===== src/rtl/stop_wake_pkg.sv =====
package stop_wake_pkg;
  localparam int PORT_W = 8;
  localparam int NPINS  = 3 * PORT_W;

  typedef enum logic [2:0] {
    SRC_NONE      = 3'd0,
    SRC_P2LO_NAND = 3'd1,
    SRC_P2_NAND   = 3'd2,
    SRC_P3_NOR    = 3'd3,
    SRC_P3_NAND   = 3'd4,
    SRC_P3P0_NOR  = 3'd5,
    SRC_P3P0_NAND = 3'd6,
    SRC_P3P2_NAND = 3'd7
  } src_e;

  typedef struct packed {
    logic level;
    src_e src;
  } cfg_t;

  // Pin vector layout: [7:0] port 0, [15:8] port 2, [23:16] port 3
  function automatic logic [NPINS-1:0] group_members(src_e s);
    logic [NPINS-1:0] m;
    m = '0;
    case (s)
      SRC_P2LO_NAND: m[PORT_W+3:PORT_W] = 4'hF;
      SRC_P2_NAND:   m[2*PORT_W-1:PORT_W] = '1;
      SRC_P3_NOR, SRC_P3_NAND: m[2*PORT_W+3:2*PORT_W+1] = 3'b111;
      SRC_P3P0_NOR, SRC_P3P0_NAND: begin
        m[2*PORT_W+3:2*PORT_W+1] = 3'b111;
        m[0] = 1'b1;
        m[7] = 1'b1;
      end
      SRC_P3P2_NAND: begin
        m[2*PORT_W+3:2*PORT_W+1] = 3'b111;
        m[PORT_W+2:PORT_W] = 3'b111;
      end
      default: m = '0;
    endcase
    return m;
  endfunction

  function automatic logic is_nor(src_e s);
    return (s == SRC_P3_NOR) || (s == SRC_P3P0_NOR);
  endfunction
endpackage


===== src/rtl/wake_sync.sv =====
module wake_sync #(
  parameter int W      = 24,
  parameter int STAGES = 2
) (
  input  logic         clk,
  input  logic         rst_n,
  input  logic [W-1:0] d,
  output logic [W-1:0] q
);
  logic [W-1:0] stg [STAGES];

  always_ff @(posedge clk or negedge rst_n) begin
    if (!rst_n) begin
      for (int i = 0; i < STAGES; i++) stg[i] <= '0;
    end else begin
      stg[0] <= d;
      for (int i = 1; i < STAGES; i++) stg[i] <= stg[i-1];
    end
  end

  assign q = stg[STAGES-1];

  generate
    if (STAGES > 1) begin : g_chk
      AST_SYNC_SHIFT: assert property (@(posedge clk) disable iff (!rst_n)
        q == $past(stg[STAGES-2]));
    end
  endgenerate
endmodule


===== src/rtl/wake_group_fn.sv =====
module wake_group_fn
  import stop_wake_pkg::*;
(
  input  cfg_t             cfg,
  input  logic [NPINS-1:0] pins,
  input  logic [NPINS-1:0] excl,
  output logic             hit,
  output logic             any_incl
);
  logic [NPINS-1:0] incl;
  logic nand_res, nor_res, res;

  always_comb begin
    incl     = group_members(cfg.src) & ~excl;
    // excluded pins forced to 1 for NAND, 0 for NOR
    nand_res = ~&(pins | ~incl);
    nor_res  = ~|(pins & incl);
    res      = is_nor(cfg.src) ? nor_res : nand_res;
    any_incl = |incl;
    hit      = (cfg.src != SRC_NONE) && any_incl && (res == cfg.level);
  end
endmodule


===== src/rtl/wake_ref_cmp.sv =====
module wake_ref_cmp #(
  parameter int REF_W = 4
) (
  input  logic             clk,
  input  logic             rst_n,
  input  logic             ref_we,
  input  logic [2*REF_W-1:0] ref_wdata,
  input  logic             ref_sample,
  input  logic [REF_W-1:0] pins,
  output logic             mismatch
);
  logic [REF_W-1:0] en_q, ref_q;

  always_ff @(posedge clk or negedge rst_n) begin
    if (!rst_n) begin
      en_q  <= '0;
      ref_q <= '0;
    end else if (ref_we) begin
      en_q  <= ref_wdata[REF_W-1:0];
      ref_q <= ref_wdata[2*REF_W-1:REF_W];
    end else if (ref_sample) begin
      ref_q <= pins;
    end
  end

  assign mismatch = |(en_q & (pins ^ ref_q));

  AST_REF_KEEP: assert property (@(posedge clk) disable iff (!rst_n)
    (!ref_we && !ref_sample) |=> $stable({en_q, ref_q}));
  AST_REF_SAMPLE: assert property (@(posedge clk) disable iff (!rst_n)
    (ref_sample && !ref_we) |=> (ref_q == $past(pins)));
endmodule


===== src/rtl/stop_wake_sel.sv =====
module stop_wake_sel
  import stop_wake_pkg::*;
#(
  parameter int SYNC_STAGES = 2,
  parameter int REF_W       = 4
) (
  input  logic        clk,
  input  logic        rst_n,
  input  logic        stop_mode,
  input  logic        cfg_we,
  input  logic [7:0]  cfg_wdata,
  input  logic        ref_we,
  input  logic [7:0]  ref_wdata,
  input  logic        ref_sample,
  input  logic [7:0]  p0_in,
  input  logic [7:0]  p2_in,
  input  logic [7:0]  p3_in,
  input  logic [7:0]  p0_oe,
  input  logic [7:0]  p2_oe,
  input  logic [7:0]  p3_oe,
  input  logic [7:0]  p0_wsel,
  input  logic [7:0]  p2_wsel,
  input  logic [7:0]  p3_wsel,
  output logic        wake_req
);
  localparam int LEVEL_BIT = 6;
  localparam int SRC_LSB   = 2;

  cfg_t             cfg_q;
  logic [NPINS-1:0] pins_raw, pins_s, excl;
  logic             grp_hit, grp_any, ref_mis;
  logic             cond, cond_q;

  // configuration register: reserved bits dropped on write
  always_ff @(posedge clk or negedge rst_n) begin
    if (!rst_n) begin
      cfg_q <= '{level: 1'b0, src: SRC_NONE};
    end else if (cfg_we) begin
      cfg_q.level <= cfg_wdata[LEVEL_BIT];
      cfg_q.src   <= src_e'(cfg_wdata[SRC_LSB+2:SRC_LSB]);
    end
  end

  assign pins_raw = {p3_in, p2_in, p0_in};
  assign excl     = {p3_oe | p3_wsel, p2_oe | p2_wsel, p0_oe | p0_wsel};

  wake_sync #(.W(NPINS), .STAGES(SYNC_STAGES)) u_sync (
    .clk(clk), .rst_n(rst_n), .d(pins_raw), .q(pins_s)
  );

  wake_group_fn u_grp (
    .cfg(cfg_q), .pins(pins_s), .excl(excl), .hit(grp_hit), .any_incl(grp_any)
  );

  wake_ref_cmp #(.REF_W(REF_W)) u_ref (
    .clk(clk), .rst_n(rst_n), .ref_we(ref_we), .ref_wdata(ref_wdata),
    .ref_sample(ref_sample), .pins(pins_s[2*PORT_W+REF_W-1:2*PORT_W]),
    .mismatch(ref_mis)
  );

  assign cond = stop_mode && (grp_hit || ref_mis);

  always_ff @(posedge clk or negedge rst_n) begin
    if (!rst_n) begin
      cond_q   <= 1'b0;
      wake_req <= 1'b0;
    end else begin
      cond_q   <= cond;
      wake_req <= cond && !cond_q;
    end
  end

  AST_WAKE_PULSE: assert property (@(posedge clk) disable iff (!rst_n)
    wake_req |=> !wake_req);
  AST_WAKE_ARMED: assert property (@(posedge clk) disable iff (!rst_n)
    wake_req |-> $past(stop_mode));
  AST_CFG_HOLD: assert property (@(posedge clk) disable iff (!rst_n)
    !cfg_we |=> $stable(cfg_q));
  AST_CFG_RESERVED: assert property (@(posedge clk) disable iff (!rst_n)
    cfg_we |=> (cfg_q == {$past(cfg_wdata[LEVEL_BIT]), $past(cfg_wdata[SRC_LSB+2:SRC_LSB])}));
  AST_GRP_EMPTY: assert property (@(posedge clk) disable iff (!rst_n)
    grp_hit |-> grp_any);
endmodule


===== config.mk =====
export PLATFORM = sky130hd
export DESIGN_NAME = stop_wake_sel
export DESIGN_NICKNAME = d
export VERILOG_FILES = /design/src/rtl/stop_wake_pkg.sv /design/src/rtl/wake_sync.sv /design/src/rtl/wake_group_fn.sv /design/src/rtl/wake_ref_cmp.sv /design/src/rtl/stop_wake_sel.sv
export SDC_FILE = /design/constraint.sdc
export NUM_CORES = 1
export LEC_CHECK = 0
export ABC_AREA = 1
export BUFFER_PORTS_ARGS = -buffer_cell sky130_fd_sc_hd__buf_2
export CORE_MARGIN = 1
export CORE_UTILIZATION = 35
export CTS_CLUSTER_DIAMETER = 200
export CTS_CLUSTER_SIZE = 8
export DETAILED_ROUTE_END_ITERATION = 16
export PLACE_DENSITY = 0.74
export SLEW_MARGIN = 0
export SYNTH_ARGS = -nofsm -noshare
export SYNTH_HDL_FRONTEND = slang
export SYNTH_SLANG_ARGS = --single-unit

===== constraint.sdc =====
create_clock -name clk -period 1.7 [get_ports clk]
set_input_delay 0.17 -clock clk [delete_from_list [all_inputs] [get_ports clk]]
set_output_delay 0.17 -clock clk [all_outputs]
set_load 0.02 [all_outputs]

==> impl_metrics.toml, run 1 <==
[placed_design]
gp_congestion = 0.8392
dpl.hpwl_um = 2584
portBuffers = 58

[power_and_ir_drop]
switching_share_pct = 25.68
p_leak_uw = 0.001235
total_power_uw = 2242
pwr-share-seq_pct = 49.2
clkPwrFrac_pct = 35.1
peakVddDrop_mv = 0.4493
combPwrFrac_pct = 15.7
power.switching_uw = 575.8
powerDensity_mw_per_mm2 = 921.0
p_int_uw = 1667

[clocking]
clk_latency_ns = 0.30
cts_buffer_depth = 2
clock_sinks = 42
htreeDepth = 2
cts.clk_slew.worst_paths_ns = 0.08
cts_root_buf = "clkbuf_8"
cts_tree = "yes"
cts_inserted_buffers = 5

[sta]
worst_pin_slew_ns = 0.5013
final.setup.worst_slack_ns = -0.007622
drv_slew = 0
finalCritPeriodShare_pct = 100.4
setup_viol = 2
hold_viol = 0
rsz0062_at_grt = "true"
slew_headroom_pct = 66.58
skew_ns = 0.007098
fmax_ghz = 0.5856
fin_crit_ns = 1.708

[route]
via_per_inst = 4.627
drt_first_pass_iters = 5
route.detailed.drc = 0
ant_nets = 0
wire_per_inst_um = 11.38
vias = 1499
initialDrtViolationCount = 73
drt_wl_total_um = 3686

[finish]
utilization_pct = 51.89
final_cell_mix = "buf_2, dfrtp_1, nand2_1"
drive_gt1_share_pct = 35.19
regArea_mm2 = 0.001055
insertedDiodeCount = 0
n_fill_cell = 444
nets = 363
final_common_cell = "buf_2"
areaGrowthSynthToFinish_pct = 42.98
multiInputGateArea_um2 = 638.1

[synthesis]
syn_area_mm2 = 0.001703
syn_inst = 186
syn_nets = 280
ys_seq_area_share_pct = 61.72
ys_seq_elements = 42
syn_avg_cell_area_um2 = 9.155
synth_cell_type_count = 24
yosysWarnings = 0

[hold_path]
hold_class = "in2reg"

[worst_setup_path]
cpPeakStageDelay_ns = 0.47
criticalPathCategory = "reg2reg"
cp_cell_sequence = "inv_2 > nand2_4 > nor2_4 > nand2_2 > nor2_1 > nor2_1 > nand2_1 > nor2_1 > nand2_1 > nand2_1 > nand2_1 > nand2_1 > nand3_2 > nand2_2 > nand2_2 > nor2_2"
path_max_fanout = 5
cp_slowest_cell = "dfrtp_2"
worst_setup_path_end_kind = "register"
cp.arrival_ns = 1.90
cp_common_cell = "nand2_1"
start_kind = "register"
cp.required_ns = 1.89

[die]
die_y_um = 71.75
die_w_um = 71.75
num_io_pins = 95
initial_core_util_pct = 36.29
placementRows = 25
dieArea_mm2 = 0.005148
coreArea_mm2 = 0.004692

[global_routing]
grt_max_degree = 43
grt_pass1_vias = 1416
antenna_found_initial = 0
grt_pass1_wl_um = 5961
grtUsageTotal_pct = 15.26
grt_overflow = 0

[run]
cap_violations = 0

[run_status]
failed_checks = "negative setup slack"
status = "finished with violations"
[cell usage after synthesis]
cell type,n,area [µm²]
dfrtp_1,42,1051
nand2_1,37,138.9
nor2_1,28,105.1
inv_1,18,67.56
nand3_1,15,75.07
o21ai_0,11,55.05
a21oi_1,8,40.04
nand2_2,4,25.02
nand3b_1,3,22.52
nand4_1,3,18.77
inv_2,2,7.510
nor2_2,2,12.51
nor3_1,2,10.01
a221oi_1,1,8.760
a31oi_1,1,6.260
clkbuf_1,1,3.750
nor4_1,1,6.260
o211ai_1,1,7.510
o21a_1,1,7.510
o21ai_1,1,5.000
o21ai_2,1,8.760
o22ai_1,1,6.260
o31ai_1,1,7.510
or2_2,1,6.260
[kinds of logic (layout without fill, tap and decap cells)]
kind of cell | Yosys count | in the layout | share of synthesized area [%]
flip-flops | 42 | 42 | 61.72
AO/OA/AOI/OAI | 27 | 27 | 8.965
AND/OR/NAND/NOR | 96 | 96 | 24.69
buffers and inverters | 21 | 105 | 4.629
[per-stage QoR]
step                hold slack, ns  setup TNS, ns  std cells  setup WS (ns)  cell area, µm²
finish                     0.07581      -0.008568        324      -0.007622            2435
global route               0.07877        -0.2765        324        -0.1410            2435
CTS                        0.07206              0        321       0.001905            2330
detailed placement          0.2616              0        298        0.01617            2064
global placement            0.2590              0        298        0.05126            2064
floorplan                  -0.1256              0        186         0.2440            1703
[final cells by class]
cell class,instances,area share (%)
well taps,54,2.775
flip-flops and latches,42,43.32
inverters,20,3.186
repair buffers,77,19.84
multi-input cells,123,26.21
clock buffers,5,2.826
clock inverters,3,1.850
[layer usage]
layer,GRT usage (%),routed length [µm],vias up
li1,-,-,764
met1,18.57,1572,684
met2,25.37,1874,45
met3,5.063,197,6
met4,5.447,42,0
met5,0,0,-
[state kept, by name (all words and copies together) (netlist names)]
signal and flops:
wake_req 1, u_sync.q 14, u_ref.en_q 4, cond_q 1, u_sync.stg 14, u_ref.ref_q 4
cfg_q 4
[what timing repair did]
| action | CTS | global route |
|---|---|---|
| endpoints found under the hold margin | 56 | 0 |
| hold buffers | 15 | 0 |
| pin swaps | 0 | 10 |
| setup endpoints to repair | 2 | 2 |
| gates resized for setup | 1 | 20 |
| setup buffers | 0 | 3 |
[power groups by stage]
stage                     combinational (µW)  clock, µW  sequential, µW
after floorplan                          151          0            1110
after global placement                   274          0            1110
after detailed placement                 281          0            1120
after CTS                                308        806            1100
after global routing                     396        861            1110
final                                    352        787            1100
[worst max-delay path, delay by kind of cell (launching register included)]
family                 cells  cell delay [ns]
flip-flops                 1             0.47
AND/OR/NAND/NOR           15             1.02
buffers and inverters      1             0.12
[worst paths after layout]
path                                 from          end  slack [ns]  cells past startpoint
max                              cfg_q[0]     wake_req      -0.008                     16
min                          cfg_wdata[4]     cfg_q[2]        0.08                      3
max reg2reg                      cfg_q[0]     wake_req      -0.008                     16
min reg2reg                u_sync.stg[31]  u_sync.q[7]        0.35                      0
max in group asynchronous           rst_n     cfg_q[1]        0.88                      3
min in group asynchronous           rst_n     cfg_q[3]        0.46                      3
(Power assumes the default switching activity.)
==> inputs of run 2 (changes only) <==
--- a/config.mk
+++ b/config.mk
@@ -12,8 +12,8 @@
 export CTS_CLUSTER_DIAMETER = 200
 export CTS_CLUSTER_SIZE = 8
 export DETAILED_ROUTE_END_ITERATION = 16
-export PLACE_DENSITY = 0.74
-export SLEW_MARGIN = 0
+export PLACE_DENSITY = 0.76
+export REMOVE_ABC_BUFFERS = 1
 export SYNTH_ARGS = -nofsm -noshare
 export SYNTH_HDL_FRONTEND = slang
 export SYNTH_SLANG_ARGS = --single-unit
==> constraint.sdc (replaced) <==
create_clock -name clk -period 1.4 [get_ports clk]
set_input_delay 0.14 -clock clk [delete_from_list [all_inputs] [get_ports clk]]
set_output_delay 0.14 -clock clk [all_outputs]
set_load 0.02 [all_outputs]
==> run 2 against run 1 <==
The run still ends with negative setup slack left. Highest routed layer unchanged. Utilization up 0.37 points. Sequential cell count unchanged. Register-to-register slack got worse by 0.22 ns. Wire length shrank 2.0%.
==> impl_metrics.toml, run 2 (synthesis results as in run 1) <==
[run_status]
status = "finished with violations"
failed_checks = "negative setup slack"

[worst_setup_path]
cp_slowest_cell = "dfrtp_2"
path_max_fanout = 4
r2r_cells = 11
cp.arrival_ns = 1.82
worst_setup_path_end_kind = "register"
critPathLaunch = "cfg_q[1]"
cpPeakStageDelay_ns = 0.44
r2r-end = "cond_q"
start_kind = "register"
cp_cell_sequence = "buf_6 > nand2_4 > nor2_4 > o21ai_2 > nand3_1 > nor4_1 > nand2_1 > nand3_1 > nand2_1 > nand2_1 > inv_1"
criticalPathCategory = "reg2reg"
crit_path_end = "cond_q"
cp.required_ns = 1.59
reg2reg_slack_ns = -0.23
cp_common_cell = "nand2_1"
r2r_start = "cfg_q[1]"

[route]
via_per_inst = 4.579
wire_per_inst_um = 11.01
route.detailed.drc = 0
route.met3.wl_um = 159
initialDrtViolationCount = 48
drt_wl_total_um = 3612
route.met2.wl_um = 1861
drt-met1-wl_um = 1534
drt_first_pass_iters = 4
vias = 1502
routed.top_layer = "met4"
ant_nets = 0

[finish]
final_cell_mix = "buf_2, dfrtp_1, nand2_1"
final_common_cell = "buf_2"
drive_gt1_share_pct = 33.58
nets = 367
insertedDiodeCount = 0
areaGrowthSynthToFinish_pct = 44.01
final_area_mm2 = 0.002452
n_fill_cell = 449

[placed_design]
post_dp_cell_area_mm2 = 0.002100
portBuffers = 58
gp_congestion = 0.8957
dpl.hpwl_um = 2602
place_ws_ns = -0.2400

[global_routing]
grt_pass1_vias = 1455
grtUsageTotal_pct = 15.36
grt_overflow = 0
grt_pass1_wl_um = 5961
antenna_found_initial = 0
grt_max_degree = 24

[die]
die_y_um = 71.75
initial_core_util_pct = 36.29
placementRows = 25
coreArea_mm2 = 0.004692
dieArea_mm2 = 0.005148
num_io_pins = 95
die_w_um = 71.75

[power_and_ir_drop]
peakVddDrop_mv = 0.5441
powerDensity_mw_per_mm2 = 1099
p_leak_uw = 0.001254
total_power_uw = 2695

[clocking]
cts.clk_slew.worst_paths_ns = 0.08
htreeDepth = 2
cts_buffer_depth = 2
cts_inserted_buffers = 5
clock_sinks = 42
cts_root_buf = "clkbuf_8"
clk_latency_ns = 0.29
cts_tree = "yes"

[sta]
fin_crit_ns = 1.630
holdWs_ns = 0.05619
setup_viol = 2
finalCritPeriodShare_pct = 116.4
hold_viol = 0
final.setup.worst_slack_ns = -0.2301
skew_ns = 0.005841
worst_pin_slew_ns = 0.4735
fin_setup_tns_ns = -0.4512
slew_headroom_pct = 68.43
rsz0062_at_grt = "true"
fmax_ghz = 0.6135
drv_slew = 0

[hold_path]
hold_class = "in2reg"

[run]
cap_violations = 0
-- run 2: cell types whose count changed in the layout (fill, tap and decap cells not counted), sizes merged --
cell and delta:
buf +4, clkbuf +1, clkinvlp -1
-- run 2: worst max-delay path: cells and delay by family, from the launching register on --
family	cells	cell delay, ns
buf+inv	2	0.17
flops	1	0.44
compound gates	1	0.05
simple gates	8	0.87
-- run 2: how the worst min path moves through the flow --
stage                     slack [ns]            end  cells after the start         start
final                           0.06       cfg_q[3]                      3  cfg_wdata[6]
after global placement          0.12       cfg_q[1]                      1         rst_n
after floorplan                -0.16       cfg_q[0]                      0         rst_n
after CTS                       0.05       cfg_q[3]                      3  cfg_wdata[6]
after global routing            0.05  u_ref.en_q[1]                      3  ref_wdata[1]
after detailed placement        0.13       cfg_q[1]                      1         rst_n
-- run 2: metrics by stage --
stage	cells	utilization (%)
after global routing	328	52.27
after global placement	301	44.75
after detailed placement	301	44.75
after floorplan	185	-
after CTS	328	52.19
final	328	52.27
-- run 2: per-layer routing --
metal,track usage (%),up-vias
li1,-,780
met1,17.06,678
met2,26.83,37
met3,4.641,7
met4,7.407,0
met5,0,-
-- run 2: final cells by class --
| cell class | count | area (µm²) | share of cell area (%) |
|---|---|---|---|
| tap | 54 | 67.56 | 2.755 |
| sequential | 42 | 1054 | 42.96 |
| clock inverter | 2 | 37.54 | 1.531 |
| inverter | 20 | 77.57 | 3.163 |
| clock buffer | 6 | 72.57 | 2.959 |
| multi-input combinational | 123 | 614.3 | 25.05 |
| timing repair buffer | 81 | 529.3 | 21.58 |
-- run 2: timing repair --
item                                    CTS  global route
resized for setup                        14             2
hold buffers                             15             0
endpoints found under the setup margin    2             2
pin swaps                                 3             0
setup buffers                             4             0
endpoints found under the hold margin    33             0
-- run 2: power breakdown --
part / total [µW] / leakage, µW / switching (µW) / internal [µW]
sequential: 1340 / 0.000494 / 41.8 / 1290
clock: 926 / 0.0000514 / 395 / 532
combinational: 432 / 0.000709 / 222 / 210
==> inputs of run 3 (changes only) <==
--- a/config.mk
+++ b/config.mk
@@ -5,7 +5,6 @@
 export SDC_FILE = /design/constraint.sdc
 export NUM_CORES = 1
 export LEC_CHECK = 0
-export ABC_AREA = 1
 export BUFFER_PORTS_ARGS = -buffer_cell sky130_fd_sc_hd__buf_2
 export CORE_MARGIN = 1
 export CORE_UTILIZATION = 35
==> run 3 against run 2 <==
The flow still finishes with violations (negative setup slack). Wire length rose by 0.66%. Sequential share of layout area did not move. Fmax rose by 1.8%. Synthesized area fell by 0.73%. Cell count fell by 18%. Critical endpoint unchanged. Highest routed layer unchanged.
==> impl_metrics.toml, run 3 <==
[run_status]
status = "finished with violations"
failed_checks = "negative setup slack"

[synthesis]
synth_common_cells = "dfrtp_1, nand2_1"
synth_cell_type_count = 32
synth_top_area_share_pct = 62.18
syn_area_mm2 = 0.001690
synth-edff-count = 0
synthMostInstantiatedCell = "dfrtp_1"
async_flop_share_pct = 100.0
syn_inst = 128
ys_seq_elements = 42
ys_seq_area_share_pct = 62.18
yosysWarnings = 0
synth_ff_type = "dfrtp_1"
synthTopCellsByArea = "dfrtp_1, mux2_2, nor3_2"
syn_avg_cell_area_um2 = 13.21
yosysTopAreaCell = "dfrtp_1"

[clocking]
cts_buffer_depth = 2
cts.clk_slew.worst_paths_ns = 0.08
cts_inserted_buffers = 5
cts_root_buf = "clkbuf_8"
cts_setup_buffers = 0
cts_tree = "yes"
clock_sinks = 42
clk_latency_ns = 0.30
htreeDepth = 2

[placed_design]
portBuffers = 58
gp_congestion = 0.8289
place_ws_ns = -0.2485
dpl.hpwl_um = 2593

[global_routing]
grt_max_degree = 26
antenna_found_initial = 0
grt_pass1_wl_um = 5740
grt_overflow = 0
grtUsageTotal_pct = 15.24
grt_pass1_vias = 1291

[worst_setup_path]
r2r-end = "cond_q"
worst_setup_path_end_kind = "register"
cp_cell_sequence = "nor3_1 > o31ai_1 > a32oi_1 > o31a_1 > o211ai_2 > nand2_1"
cpPeakStageDelay_ns = 0.35
reg2reg_slack_ns = -0.20
path_max_fanout = 2
cp.required_ns = 1.58
cp.arrival_ns = 1.78
cp_slowest_cell = "dfrtp_1"
r2r_start = "u_sync.q[19]"
start_kind = "register"
criticalPathCategory = "reg2reg"
r2r_cells = 6

[finish]
final_cell_mix = "buf_2, dfrtp_1, dlygate4sd3_1"
nets = 310
areaGrowthSynthToFinish_pct = 45.08
drive_gt1_share_pct = 49.07
final_common_cell = "buf_2"
insertedDiodeCount = 0
multiInputGateArea_um2 = 674.4
regArea_mm2 = 0.001054
n_fill_cell = 391

[route]
drt_first_pass_iters = 4
ant_nets = 0
via_per_inst = 4.806
initialDrtViolationCount = 48
wire_per_inst_um = 13.57
vias = 1288
drt_wl_total_um = 3636
route.detailed.drc = 0

[sta]
fin_setup_tns_ns = -0.4018
drv_slew = 0
slew_headroom_pct = 72.95
hold_viol = 0
setup_viol = 2
holdWs_ns = 0.04603
finalCritPeriodShare_pct = 114.4
rsz0062_at_grt = "true"
final.setup.worst_slack_ns = -0.2012
skew_ns = 0.003572
fmax_ghz = 0.6245
worst_pin_slew_ns = 0.4057
fin_crit_ns = 1.601

[hold_path]
whs_path_depth = 3
hold-path-endpoint = "u_ref.ref_q[1]"
hp-start = "ref_wdata[5]"
hold_class = "in2reg"

[run]
cap_violations = 0

[die]
die_y_um = 71.50
placementRows = 24
coreArea_mm2 = 0.004504
die_w_um = 71.50
dieArea_mm2 = 0.005112
num_io_pins = 95
initial_core_util_pct = 37.53

[power_and_ir_drop]
powerDensity_mw_per_mm2 = 1130
p_leak_uw = 0.001125
peakVddDrop_mv = 0.6691
==> run 3: layer usage <==
| metal | vias up | global-route usage (%) | routed length [µm] |
|---|---|---|---|
| li1 | 650 | - | - |
| met1 | 593 | 19.65 | 1613 |
| met2 | 39 | 24.02 | 1746 |
| met3 | 6 | 4.219 | 208 |
| met4 | 0 | 7.190 | 67 |
| met5 | - | 0 | 0 |
==> run 3: area by class of cell <==
cell class / instances / area share [%]
Timing Repair Buffer: 85 / 22.14
Sequential cell: 42 / 42.96
Inverter: 1 / 0.1531
Multi-Input combinational cell: 81 / 27.50
Tap cell: 52 / 2.653
Clock inverter: 1 / 1.224
Clock buffer: 6 / 3.367
==> run 3: kinds of logic after synthesis <==
kind of cell	after synthesis	share of synthesized area (%)
mux	11	7.032
flops	42	62.18
compound gates	28	13.40
simple gates	36	12.29
buf+inv	5	1.998
xor+xnor	6	3.109
==> run 3: worst max-delay path, delay by kind of cell (launching register included) <==
| kind | cells | cell delay, ns |
|---|---|---|
| compound gates | 4 | 1.00 |
| flops | 1 | 0.35 |
| simple gates | 2 | 0.12 |
==> run 3: what timing repair did <==
item	4_1_cts	5_1_grt
setup endpoints to repair	2	2
hold endpoints to repair	31	0
hold buffers	15	0
pin swaps	0	3
gates resized for setup	2	11
==> run 3: worst max-delay path by stage <==
stage / startpoint / end / slack, ns
CTS: u_sync.q[13] / wake_req / -0.20
global route: u_sync.q[9] / wake_req / -0.29
global placement: cfg_q[2] / cond_q / -0.20
detailed placement: cfg_q[2] / cond_q / -0.25
finish: u_sync.q[19] / cond_q / -0.20
floorplan: cfg_q[2] / wake_req / -0.14
==> run 3: where the power goes <==
group          switching (µW)  internal [µW]
registers                55.8           1300
logic                     202            249
clock network             395            570
total                     652           2120
==> run 3: stage by stage <==
| step | instances | total power, µW | util [%] | area, µm² |
|---|---|---|---|---|
| 2_1_floorplan | 124 | 1544 | - | 1660 |
| 6_report | 268 | 2772 | 54.44 | 2452 |
| 5_1_grt | 268 | 2907 | 54.44 | 2452 |
| 4_1_cts | 268 | 2770 | 53.06 | 2390 |
| 3_3_place_gp | 246 | 1757 | 47.03 | 2118 |
| 3_5_place_dp | 246 | 1765 | 47.03 | 2118 |
